==> src/rtl/bwd_pkg.sv <==
package bwd_pkg;

    typedef enum logic [2:0] {
        ST_IDLE,
        ST_CLASSIFY,
        ST_ISSUE,
        ST_WAIT_ACK,
        ST_WRITEBACK,
        ST_DONE,
        ST_ERROR
    } state_t;

    typedef enum logic [1:0] {
        CL_INTRA     = 2'd0,
        CL_INTERSUB  = 2'd1,
        CL_INTERBANK = 2'd2
    } class_t;

    localparam logic [2:0] OP_OR  = 3'd0;
    localparam logic [2:0] OP_AND = 3'd1;
    localparam logic [2:0] OP_XOR = 3'd2;
    localparam logic [2:0] OP_INV = 3'd3;

    localparam logic [2:0] K_WL_CLEAR  = 3'd0;
    localparam logic [2:0] K_ROW_OPEN  = 3'd1;
    localparam logic [2:0] K_SENSE     = 3'd2;
    localparam logic [2:0] K_GRB_LOAD  = 3'd3;
    localparam logic [2:0] K_GRB_MERGE = 3'd4;
    localparam logic [2:0] K_IOB_LOAD  = 3'd5;
    localparam logic [2:0] K_IOB_MERGE = 3'd6;
    localparam logic [2:0] K_WRITE     = 3'd7;

    localparam logic [2:0] RC_OK       = 3'd0;
    localparam logic [2:0] RC_BAD_OP   = 3'd1;
    localparam logic [2:0] RC_BAD_CNT  = 3'd2;
    localparam logic [2:0] RC_SAME_ROW = 3'd3;
    localparam logic [2:0] RC_FAR      = 3'd4;

endpackage

==> src/rtl/bwd_classify.sv <==
module bwd_classify
    import bwd_pkg::*;
#(
    parameter int NSRC     = 4,
    parameter int CNT_W    = 8,
    parameter int ROW_W    = 4,
    parameter int SUB_W    = 2,
    parameter int BANK_W   = 2,
    parameter int UP_W     = 3,
    parameter int HI_LIMIT = 128,
    parameter int LO_LIMIT = 2,
    localparam int AW      = ROW_W + SUB_W + BANK_W + UP_W
) (
    input  logic [2:0]          op,
    input  logic [CNT_W-1:0]    cnt,
    input  logic                low_ratio,
    input  logic [NSRC*AW-1:0]  srcs,
    output logic [2:0]          code,
    output class_t              cls
);
    localparam int SUB_LO  = ROW_W;
    localparam int BANK_LO = ROW_W + SUB_W;
    localparam int UP_LO   = BANK_LO + BANK_W;
    localparam logic [CNT_W-1:0] C_ONE = CNT_W'(1);
    localparam logic [CNT_W-1:0] C_TWO = CNT_W'(2);
    localparam logic [CNT_W-1:0] C_SLT = CNT_W'(NSRC);
    localparam logic [CNT_W-1:0] C_HI  = CNT_W'(HI_LIMIT);
    localparam logic [CNT_W-1:0] C_LO  = CNT_W'(LO_LIMIT);

    logic [AW-1:0]    src [NSRC];
    logic [NSRC-1:0]  act;
    logic             dup, far, bank_diff, sub_diff, cnt_ok;
    logic [CNT_W-1:0] or_lim, or_cap;

    for (genvar g = 0; g < NSRC; g++) begin : g_slot
        assign src[g] = srcs[g*AW +: AW];
        assign act[g] = CNT_W'(g) < cnt;
    end

    always_comb begin
        dup       = 1'b0;
        far       = 1'b0;
        bank_diff = 1'b0;
        sub_diff  = 1'b0;
        for (int i = 0; i < NSRC; i++) begin
            for (int j = i + 1; j < NSRC; j++) begin
                if (act[j] && (src[i] == src[j])) dup = 1'b1;
            end
        end
        for (int j = 1; j < NSRC; j++) begin
            if (act[j]) begin
                if (src[j][AW-1:UP_LO] != src[0][AW-1:UP_LO])           far       = 1'b1;
                if (src[j][UP_LO-1:BANK_LO] != src[0][UP_LO-1:BANK_LO]) bank_diff = 1'b1;
                if (src[j][BANK_LO-1:SUB_LO] != src[0][BANK_LO-1:SUB_LO]) sub_diff = 1'b1;
            end
        end
    end

    always_comb begin
        or_lim = low_ratio ? C_LO : C_HI;
        or_cap = (or_lim < C_SLT) ? or_lim : C_SLT;
        unique case (op)
            OP_OR:          cnt_ok = (cnt >= C_TWO) && (cnt <= or_cap);
            OP_AND, OP_XOR: cnt_ok = (cnt == C_TWO) && (C_TWO <= C_SLT);
            OP_INV:         cnt_ok = (cnt == C_ONE);
            default:        cnt_ok = 1'b0;
        endcase
        if (op[2])        code = RC_BAD_OP;
        else if (!cnt_ok) code = RC_BAD_CNT;
        else if (dup)     code = RC_SAME_ROW;
        else if (far)     code = RC_FAR;
        else              code = RC_OK;
        if (bank_diff)     cls = CL_INTERBANK;
        else if (sub_diff) cls = CL_INTERSUB;
        else               cls = CL_INTRA;
    end

endmodule

==> src/rtl/bwd_stepgen.sv <==
module bwd_stepgen
    import bwd_pkg::*;
#(
    parameter int NSRC  = 4,
    parameter int AW    = 11,
    localparam int IDX_W = $clog2(NSRC + 2)
) (
    input  class_t              cls,
    input  logic [IDX_W-1:0]    idx,
    input  logic [IDX_W-1:0]    cnt,
    input  logic [NSRC*AW-1:0]  srcs,
    output logic [2:0]          kind,
    output logic [AW-1:0]       addr,
    output logic                last
);
    logic [IDX_W-1:0] sel;
    logic [AW-1:0]    pick, first;

    always_comb begin
        first = srcs[AW-1:0];
        sel   = (cls == CL_INTRA) ? (idx - IDX_W'(1)) : idx;
        pick  = first;
        for (int i = 0; i < NSRC; i++) begin
            if (IDX_W'(i) == sel) pick = srcs[i*AW +: AW];
        end
        unique case (cls)
            CL_INTRA: begin
                if (idx == '0) begin
                    kind = K_WL_CLEAR;
                    addr = first;
                    last = 1'b0;
                end else if (idx == cnt + IDX_W'(1)) begin
                    kind = K_SENSE;
                    addr = first;
                    last = 1'b1;
                end else begin
                    kind = K_ROW_OPEN;
                    addr = pick;
                    last = 1'b0;
                end
            end
            CL_INTERSUB: begin
                kind = (idx == '0) ? K_GRB_LOAD : K_GRB_MERGE;
                addr = pick;
                last = (idx == cnt - IDX_W'(1));
            end
            default: begin
                kind = (idx == '0) ? K_IOB_LOAD : K_IOB_MERGE;
                addr = pick;
                last = (idx == cnt - IDX_W'(1));
            end
        endcase
    end

endmodule

==> src/rtl/bwd_dispatch.sv <==
module bwd_dispatch
    import bwd_pkg::*;
#(
    parameter int NSRC     = 4,
    parameter int CNT_W    = 8,
    parameter int ROW_W    = 4,
    parameter int SUB_W    = 2,
    parameter int BANK_W   = 2,
    parameter int CHIP_W   = 1,
    parameter int RANK_W   = 1,
    parameter int CH_W     = 1,
    parameter int HI_LIMIT = 128,
    parameter int LO_LIMIT = 2,
    localparam int UP_W    = CHIP_W + RANK_W + CH_W,
    localparam int AW      = ROW_W + SUB_W + BANK_W + UP_W
) (
    input  logic                clk,
    input  logic                rst_n,
    input  logic                cfg_we,
    input  logic                cfg_low_ratio,
    input  logic                req_valid,
    output logic                req_ready,
    input  logic [2:0]          req_op,
    input  logic [CNT_W-1:0]    req_cnt,
    input  logic [NSRC*AW-1:0]  req_src,
    input  logic [AW-1:0]       req_dst,
    output logic                cmd_valid,
    input  logic                cmd_ready,
    output logic [2:0]          cmd_kind,
    output logic [2:0]          cmd_op,
    output logic [AW-1:0]       cmd_addr,
    input  logic                step_ack,
    output logic                resp_valid,
    input  logic                resp_ready,
    output logic [2:0]          resp_code,
    output logic [1:0]          resp_class
);
    localparam int IDX_W = $clog2(NSRC + 2);

    state_t               state, state_nx;
    logic [2:0]           op_q, code_q, cl_code;
    logic [CNT_W-1:0]     cnt_q;
    logic [NSRC*AW-1:0]   src_q;
    logic [AW-1:0]        dst_q, sg_addr;
    logic                 low_q, wb_q, sg_last;
    class_t               cls_q, cl_cls;
    logic [IDX_W-1:0]     idx_q;
    logic [2:0]           sg_kind;

    bwd_classify #(
        .NSRC(NSRC), .CNT_W(CNT_W), .ROW_W(ROW_W), .SUB_W(SUB_W),
        .BANK_W(BANK_W), .UP_W(UP_W), .HI_LIMIT(HI_LIMIT), .LO_LIMIT(LO_LIMIT)
    ) u_cls (
        .op(op_q), .cnt(cnt_q), .low_ratio(low_q), .srcs(src_q),
        .code(cl_code), .cls(cl_cls)
    );

    bwd_stepgen #(.NSRC(NSRC), .AW(AW)) u_steps (
        .cls(cls_q), .idx(idx_q), .cnt(cnt_q[IDX_W-1:0]), .srcs(src_q),
        .kind(sg_kind), .addr(sg_addr), .last(sg_last)
    );

    always_ff @(posedge clk or negedge rst_n) begin
        if (!rst_n) state <= ST_IDLE;
        else        state <= state_nx;
    end

    always_comb begin
        state_nx = state;
        unique case (state)
            ST_IDLE:      if (req_valid) state_nx = ST_CLASSIFY;
            ST_CLASSIFY:  state_nx = (cl_code != RC_OK) ? ST_ERROR : ST_ISSUE;
            ST_ISSUE:     if (cmd_ready) state_nx = ST_WAIT_ACK;
            ST_WAIT_ACK: begin
                if (step_ack) begin
                    if (wb_q)         state_nx = ST_DONE;
                    else if (sg_last) state_nx = ST_WRITEBACK;
                    else              state_nx = ST_ISSUE;
                end
            end
            ST_WRITEBACK: if (cmd_ready) state_nx = ST_WAIT_ACK;
            ST_DONE,
            ST_ERROR:     if (resp_ready) state_nx = ST_IDLE;
            default:      state_nx = ST_IDLE;
        endcase
    end

    always_ff @(posedge clk or negedge rst_n) begin
        if (!rst_n) begin
            low_q  <= 1'b0;
            op_q   <= '0;
            cnt_q  <= '0;
            src_q  <= '0;
            dst_q  <= '0;
            code_q <= RC_OK;
            cls_q  <= CL_INTRA;
            idx_q  <= '0;
            wb_q   <= 1'b0;
        end else begin
            if (cfg_we) low_q <= cfg_low_ratio;
            unique case (state)
                ST_IDLE: if (req_valid) begin
                    op_q  <= req_op;
                    cnt_q <= req_cnt;
                    src_q <= req_src;
                    dst_q <= req_dst;
                    wb_q  <= 1'b0;
                end
                ST_CLASSIFY: begin
                    code_q <= cl_code;
                    cls_q  <= (cl_code == RC_OK) ? cl_cls : CL_INTRA;
                    idx_q  <= '0;
                end
                ST_WAIT_ACK: if (step_ack && !wb_q && !sg_last) idx_q <= idx_q + IDX_W'(1);
                ST_WRITEBACK: if (cmd_ready) wb_q <= 1'b1;
                default: ;
            endcase
        end
    end

    always_comb begin
        req_ready  = (state == ST_IDLE);
        cmd_valid  = (state == ST_ISSUE) || (state == ST_WRITEBACK);
        cmd_kind   = (state == ST_WRITEBACK) ? K_WRITE : sg_kind;
        cmd_addr   = (state == ST_WRITEBACK) ? dst_q : sg_addr;
        cmd_op     = op_q;
        resp_valid = (state == ST_DONE) || (state == ST_ERROR);
        resp_code  = (state == ST_ERROR) ? code_q : RC_OK;
        resp_class = (state == ST_DONE) ? cls_q : CL_INTRA;
    end

endmodule

==> config.mk <==
export PLATFORM = sky130hd
export DESIGN_NAME = bwd_dispatch
export DESIGN_NICKNAME = d
export VERILOG_FILES = /design/src/rtl/bwd_pkg.sv /design/src/rtl/bwd_classify.sv /design/src/rtl/bwd_stepgen.sv /design/src/rtl/bwd_dispatch.sv
export SDC_FILE = /design/constraint.sdc
export NUM_CORES = 1
export LEC_CHECK = 0
export BUFFER_PORTS_ARGS = -buffer_cell sky130_fd_sc_hd__buf_2
export CAP_MARGIN = 20
export CORE_UTILIZATION = 50
export DETAILED_ROUTE_END_ITERATION = 10
export HOLD_SLACK_MARGIN = 0.08
export PLACE_DENSITY_LB_ADDON = 0.15
export SKIP_CTS_REPAIR_TIMING = 1
export SYNTH_ARGS = -nofsm -noshare
export SYNTH_HDL_FRONTEND = slang
export SYNTH_HIERARCHICAL = 1
export SYNTH_SLANG_ARGS = --single-unit
==> constraint.sdc <==
create_clock -name clk -period 4.3 [get_ports clk]
set_clock_uncertainty 0.2 [all_clocks]
set_input_delay 0.645 -clock clk [delete_from_list [all_inputs] [get_ports clk]]
set_output_delay 0.645 -clock clk [all_outputs]
set_load 0.03 [all_outputs]
# --- Word level (Yosys, flattened, before mapping) ---
# Cells that the tools add are included.
classes:
  muxes: 66
  magnitude_cmp: 6
  shifts: 0
  addsub: 4
  mul: 0
  reduce_logical: 28
  div_mod_pow: 0
  n_eq_ne: 38
  bitwise_logic: 0
op_table:
  columns: ["op", "n"]
  rows:
  - ["$mux W11", 7]
  - ["$eq A11 B11 Y1", 6]
  - ["$mux W3", 17]
  - ["$mux W1", 30]
  - ["$lt A2 B8 Y1 const A", 2]
  - ["$mux W8", 2]
  - ["$pmux W3 S5", 1]
  - ["$eq A3 B2 Y1 const B", 4]
  - ["$logic_not A3 Y1", 4]
  - ["$ne A2 B2 Y1", 6]
  - ["$pmux W3 S2", 2]
  - ["$mux W2", 5]
  - ["$ne A2 B2 Y1 const B", 5]
  - ["$eq A3 B3 Y1 const B", 3]
  - ["$logic_and A1 B1 Y1", 9]
  - ["$ne A3 B3 Y1", 3]
  - ["$eq A8 B1 Y1 const B", 1]
  - ["$eq A8 B2 Y1 const B", 1]
  - ["$ge A8 B2 Y1 const B", 1]
  - ["$le A8 B8 Y1", 1]
  - ["$lt A1 B8 Y1 const A", 1]
  - ["$lt A8 B3 Y1 const B", 1]
  - ["$add A3 B1 Y3 const B", 2]
  - ["$eq A2 B3 Y1 const A", 2]
  - ["17 further kinds", 26]
totals:
  mem_bits_ro: 0
  register_bits: 79
  n_memories: 0
  ram_bits: 0
  latch_bits: 0
  input_bits: 74
  out_inout_bits: 25

# --- Longest topological paths before layout ---
logic_depth:
  depth_word: 14
  depth_mapped: 11
  ltp_nobuf: 11

# --- Modules after synthesis ---
# The synthesis kept the hierarchy.
modules_own_cells:
  columns: ["mod", "cells_each", "area_each_um2", "n_inst"]
  rows:
  - ["bwd_dispatch", 232, 3464.6, 1]
  - ["bwd_stepgen", 183, 1222.4, 1]
  - ["bwd_classify", 138, 1033.5, 1]

# --- Worst setup path before layout ---
# No wires, ideal clock.
synth_path:
  path_type: "register to output"
  startpoint: "register idx_q[1]"
  endpoint: "output port cmd_addr[0]"
  path_slack_ns: 0.832
  required_ns: 3.455
  arrival_ns: 2.623
  path_stages_with_launch: 11
  n_path_buf: 2
  cell_sequence: "dfrtp_1 > inv_1 > clkbuf_1 > ha_1 > or4b_4 > buf_6 > or3_1 > a32oi_1 > o31a_1 > o31ai_2 > mux2_2"
synth_between:
  elab_chain_cells: 10
synth_rtl:
  columns: ["element", "line_no", "rtl"]
  rows:
  - ["start: declaration", "bwd_dispatch.sv:47", "logic [IDX_W-1:0] idx_q;"]
  - ["start signal: assignment", "bwd_dispatch.sv:114", "ST_WAIT_ACK: if (step_ack && !wb_q && !sg_last) idx_q <= idx_q + IDX_W'(1);"]
  - ["$sub A3 B1 Y3", "bwd_stepgen.sv:21", "sel = (cls == CL_INTRA) ? (idx - IDX_W'(1)) : idx;"]
  - ["$mux W3", "bwd_stepgen.sv:21", null]
  - ["$eq A1 B3 Y1", "bwd_stepgen.sv:24", "if (IDX_W'(i) == sel) pick = srcs[i*AW +: AW];"]
  - ["$mux W11 (3 in series)", "bwd_stepgen.sv:24", null]
  - ["$mux W11", "bwd_stepgen.sv:32", "end else if (idx == cnt + IDX_W'(1)) begin"]
  - ["$mux W11", "bwd_stepgen.sv:28", "if (idx == '0) begin"]
  - ["$mux W11 (*)", "bwd_stepgen.sv:26", "unique case (cls)"]
  - ["named net sg_addr[0]", "bwd_dispatch.sv:44", "logic [AW-1:0] dst_q, sg_addr;"]
  - ["$mux W11 (*)", "bwd_dispatch.sv:125", "cmd_addr = (state == ST_WRITEBACK) ? dst_q : sg_addr;"]
  - ["end: declaration", "bwd_dispatch.sv:31", "output logic [AW-1:0] cmd_addr,"]
# The timed path passes the listed nets; every way through them passes the cells marked *.

# --- Worst setup path after layout ---
layout_path:
  startpoint: "register idx_q[1]"
  endpoint: "output port cmd_addr[8]"
# The elaborated chain is that of the path after synthesis.

==> metrics.txt <==
share of total power consumed by net switching 0.4922; part of the Yosys area used for sequential elements 0.3456; primary flip-flop cell chosen by synthesis mapping dfrtp_1; synthesized net count 634; drt first-iter violations 392; drt first pass iters 5; drt drc 0; number of nets in the layout 724; drt total wl 16.39 mm; number of inserted diodes 0; Crit path largest cell delay 0.53 ns; total track usage 0.2895; worst reg-to-reg path cell count 9; number of nets with antenna violations after detailed routing 0; CTS tree done; worst vdd rail ir drop 0.6725 mV; sum of net half-perimeters after detailed placement 11.71 mm; overall overflow remaining after global route 0; antenna violations before repair 0; critical path fanouts, max 10; minimum setup slack among reg-to-reg paths 1.20 ns; data required time of the worst path 3.45 ns; max-capacitance violation count 0; arrival time at the worst endpoint 3.36 ns; endpoints failing setup 0; tightest slew margin relative to the limit 0.3059; Post-synth EDFFs 0; Synth Instances 553; average wire per standard cell 20.82 um; run status finished, final reports clean; fraction of registers with async set/reset 1.000; area added between synthesis and finish 15.40%; Final min period 4.210 ns; floorplan row count 38; multi-input logic area 3495 um^2; worst slack at placement 0.3899 ns; internal power 3293 uW; routability congestion estimate 0.9708; clock share of power 0.108; Die Height 109.0 um; ordered cell list for the critical path clkinvlp_4 -> ha_1 -> or4b_4 -> o21ai_1 -> buf_4 -> a21oi_1 -> o31a_1 -> o31ai_2 -> mux2_2 -> buf_2; post-synthesis instance area 5720 um^2; count of boundary I/O pins 99; Unique masters post-synth 64; fin util 0.6010; global-route wire length before repair 25.30 mm; Clk Tree Root Cell clkbuf_16; placeable core region 10980 um^2; Max Clock Freq 237.6 MHz; number of buffers added on ports 98; number of hold-slack violations in the final timing report 0; total die area 11870 um^2; CP startpoint kind flop; clock buffer count from CTS 9; Worst Slack Setup Final 0.09044 ns; register area 1978 um^2; layout cell share with drive strength beyond 1 0.3679; clock slew at the register clock pins of the worst setup and hold paths 0.06 ns; H-tree levels 3; total via count in the routed design 4662; synthesized area per cell 10.34 um^2; number of filler instances in the final layout 984; Critical Path End Type primary output; switching power 3191 uW; via count of the first global-routing pass 4559; power density normalized to cell area 982.2 nW/um^2; Critical-path top delay cell or4b_4; Die W 109.0 um; relative contribution of sequential cells to total power 0.290; maximum number of pins on one net before global-route repair 80; number of sinks on the clock net 79; per-cell via count in the routed design 5.924; Starting Density 0.5208; final slew viol count 0; Final Cycle Share 0.9790; Reg2Reg Launch Point cnt_q[6]; type of the most critical hold path in -> async; path type of the worst setup path reg -> out; YS warnings 6; leakage component of the power 0.002911 uW; slew at the pin closest to its max-slew limit 1.041 ns; RSZ-0062 raised after global routing false; combinational fraction of design power 0.602; clock latency reported for the late side of the worst-skew pair 0.35 ns; count of state elements after synthesis 79; capturing point of the worst reg2reg path state[2]; Max Root-Sink Buffers 2
-- state kept, by name, summed over array words and instances, names as in the netlist --
signal  cells
cmd_op      3
cnt_q       8
idx_q       3
dst_q      11
state       3
cls_q       2
wb_q        1
low_q       1
code_q      3
src_q      44
-- per-stage QoR --
stage | area (um^2) | TNS (ns) | hold WS [ns] | std cells | total power (uW)
6_report | 6601 | 0 | 0.05237 | 787 | 6484
3_3_place_gp | 6252 | 0 | 0.2846 | 765 | 5588
4_1_cts | 6511 | -0.01104 | 0.3016 | 780 | 6380
5_1_grt | 6601 | 0 | 0.08737 | 787 | 6869
3_5_place_dp | 6252 | 0 | 0.2881 | 765 | 5655
2_1_floorplan | 5720 | 0 | 0.1494 | 553 | 4649
-- layout by cell type, fill, tap and decap left out, types with 2 or more instances in the layout --
cell | synthesis | layout
o21ai_1 | 2 | 2
nor2_1 | 29 | 29
xnor2_1 | 21 | 21
a21oi_1 | 18 | 18
nor3_1 | 21 | 21
or2_2 | 3 | 3
nor2b_1 | 3 | 3
or3_1 | 11 | 11
nand2_1 | 27 | 27
xor2_1 | 56 | 56
nand4_1 | 5 | 5
ha_1 | 7 | 7
a32oi_1 | 11 | 11
mux2i_1 | 2 | 2
mux2_2 | 54 | 54
a311o_1 | 10 | 10
o21ai_0 | 22 | 22
and2_1 | 5 | 4
nand2_2 | 2 | 2
and3_1 | 3 | 3
inv_1 | 12 | 11
clkbuf_16 | 0 | 9
nor4b_1 | 2 | 2
a2bb2oi_1 | 2 | 2
nand2b_1 | 4 | 4
dfrtp_1 | 79 | 78
o211ai_1 | 4 | 4
o22ai_1 | 2 | 2
nand3_1 | 9 | 9
a22oi_1 | 3 | 3
nor4_1 | 10 | 10
a31oi_1 | 2 | 2
buf_2 | 14 | 97
mux2_4 | 29 | 29
o31ai_2 | 9 | 9
nor3b_1 | 3 | 3
clkbuf_1 | 11 | 4
buf_4 | 3 | 15
o31a_1 | 10 | 10
a22o_1 | 2 | 2
-- cell families (layout without fill, tap and decap cells) --
logic type               count (synthesis)  count (layout)  share of synthesized area
AO/OA/AOI/OAI                          110             110                     0.1494
XOR/XNOR                                77              77                     0.1179
adder cells (fa/ha/maj)                  7               7                    0.01531
buffers and inverters                   47             141                    0.04506
flip-flops                              79              79                     0.3456
multiplexers                            85              85                     0.1859
AND/OR/NAND/NOR                        148             148                     0.1409
-- cells in the mapped netlist, types with 4 or more instances --
cell | number | area (um^2)
a21oi_1 | 18 | 90.09
a311o_1 | 10 | 100.1
a32oi_1 | 11 | 96.34
and2_1 | 5 | 31.28
buf_2 | 14 | 70.07
buf_6 | 7 | 78.83
clkbuf_1 | 11 | 41.29
dfrtp_1 | 79 | 1977
ha_1 | 7 | 87.58
inv_1 | 12 | 45.04
mux2_2 | 54 | 608.1
mux2_4 | 29 | 435.4
nand2_1 | 27 | 101.4
nand2b_1 | 4 | 25.02
nand3_1 | 9 | 45.04
nand4_1 | 5 | 31.28
nor2_1 | 29 | 108.9
nor3_1 | 21 | 105.1
nor4_1 | 10 | 62.56
o211ai_1 | 4 | 30.03
o21ai_0 | 22 | 110.1
o31a_1 | 10 | 87.58
o31ai_2 | 9 | 112.6
or3_1 | 11 | 68.82
xnor2_1 | 21 | 183.9
xor2_1 | 56 | 490.5
-- metal layers --
metal	track usage	share of wire	up-vias
met5	0	0	-
met4	0.1110	0.025	0
met3	0.04722	0.050	31
met2	0.4519	0.46	160
met1	0.4005	0.46	2275
li1	-	-	2196
-- worst max path at each step --
stage / cells past startpoint / startpoint / slack (ns) / end
finish: 10 / idx_q[1] / 0.09 / cmd_addr[8]
global route: 10 / idx_q[1] / 0.002 / cmd_addr[10]
CTS: 10 / idx_q[1] / -0.01 / cmd_addr[8]
detailed placement: 10 / idx_q[1] / 0.39 / cmd_addr[8]
global placement: 10 / idx_q[1] / 0.49 / cmd_addr[8]
floorplan: 10 / idx_q[1] / 0.83 / cmd_addr[0]
-- power by group through the flow --
stage	Sequential, uW	Combinational [uW]	Clock, uW
5_1_grt	1930	4200	739
2_1_floorplan	1570	3080	0
6_report	1880	3900	699
4_1_cts	1870	3810	707
3_3_place_gp	1860	3720	0
3_5_place_dp	1870	3780	0
-- final cells by class --
class | instances | area share
clock inverters | 1 | 0.0007582
inverters | 12 | 0.007392
multi-input cells | 427 | 0.5294
flip-flops and latches | 79 | 0.2997
clock buffers | 14 | 0.03848
well taps | 140 | 0.02654
repair buffers | 114 | 0.09780
-- critical path, delay by kind of cell, from the launching register on --
family | cells | cell delay (ns)
AO/OA/AOI/OAI | 4 | 0.85
buffers and inverters | 3 | 0.61
AND/OR/NAND/NOR | 1 | 0.53
flip-flops | 1 | 0.45
adder cells (fa/ha/maj) | 1 | 0.37
multiplexers | 1 | 0.21
Note: power is estimated with default switching activity, not from simulation.
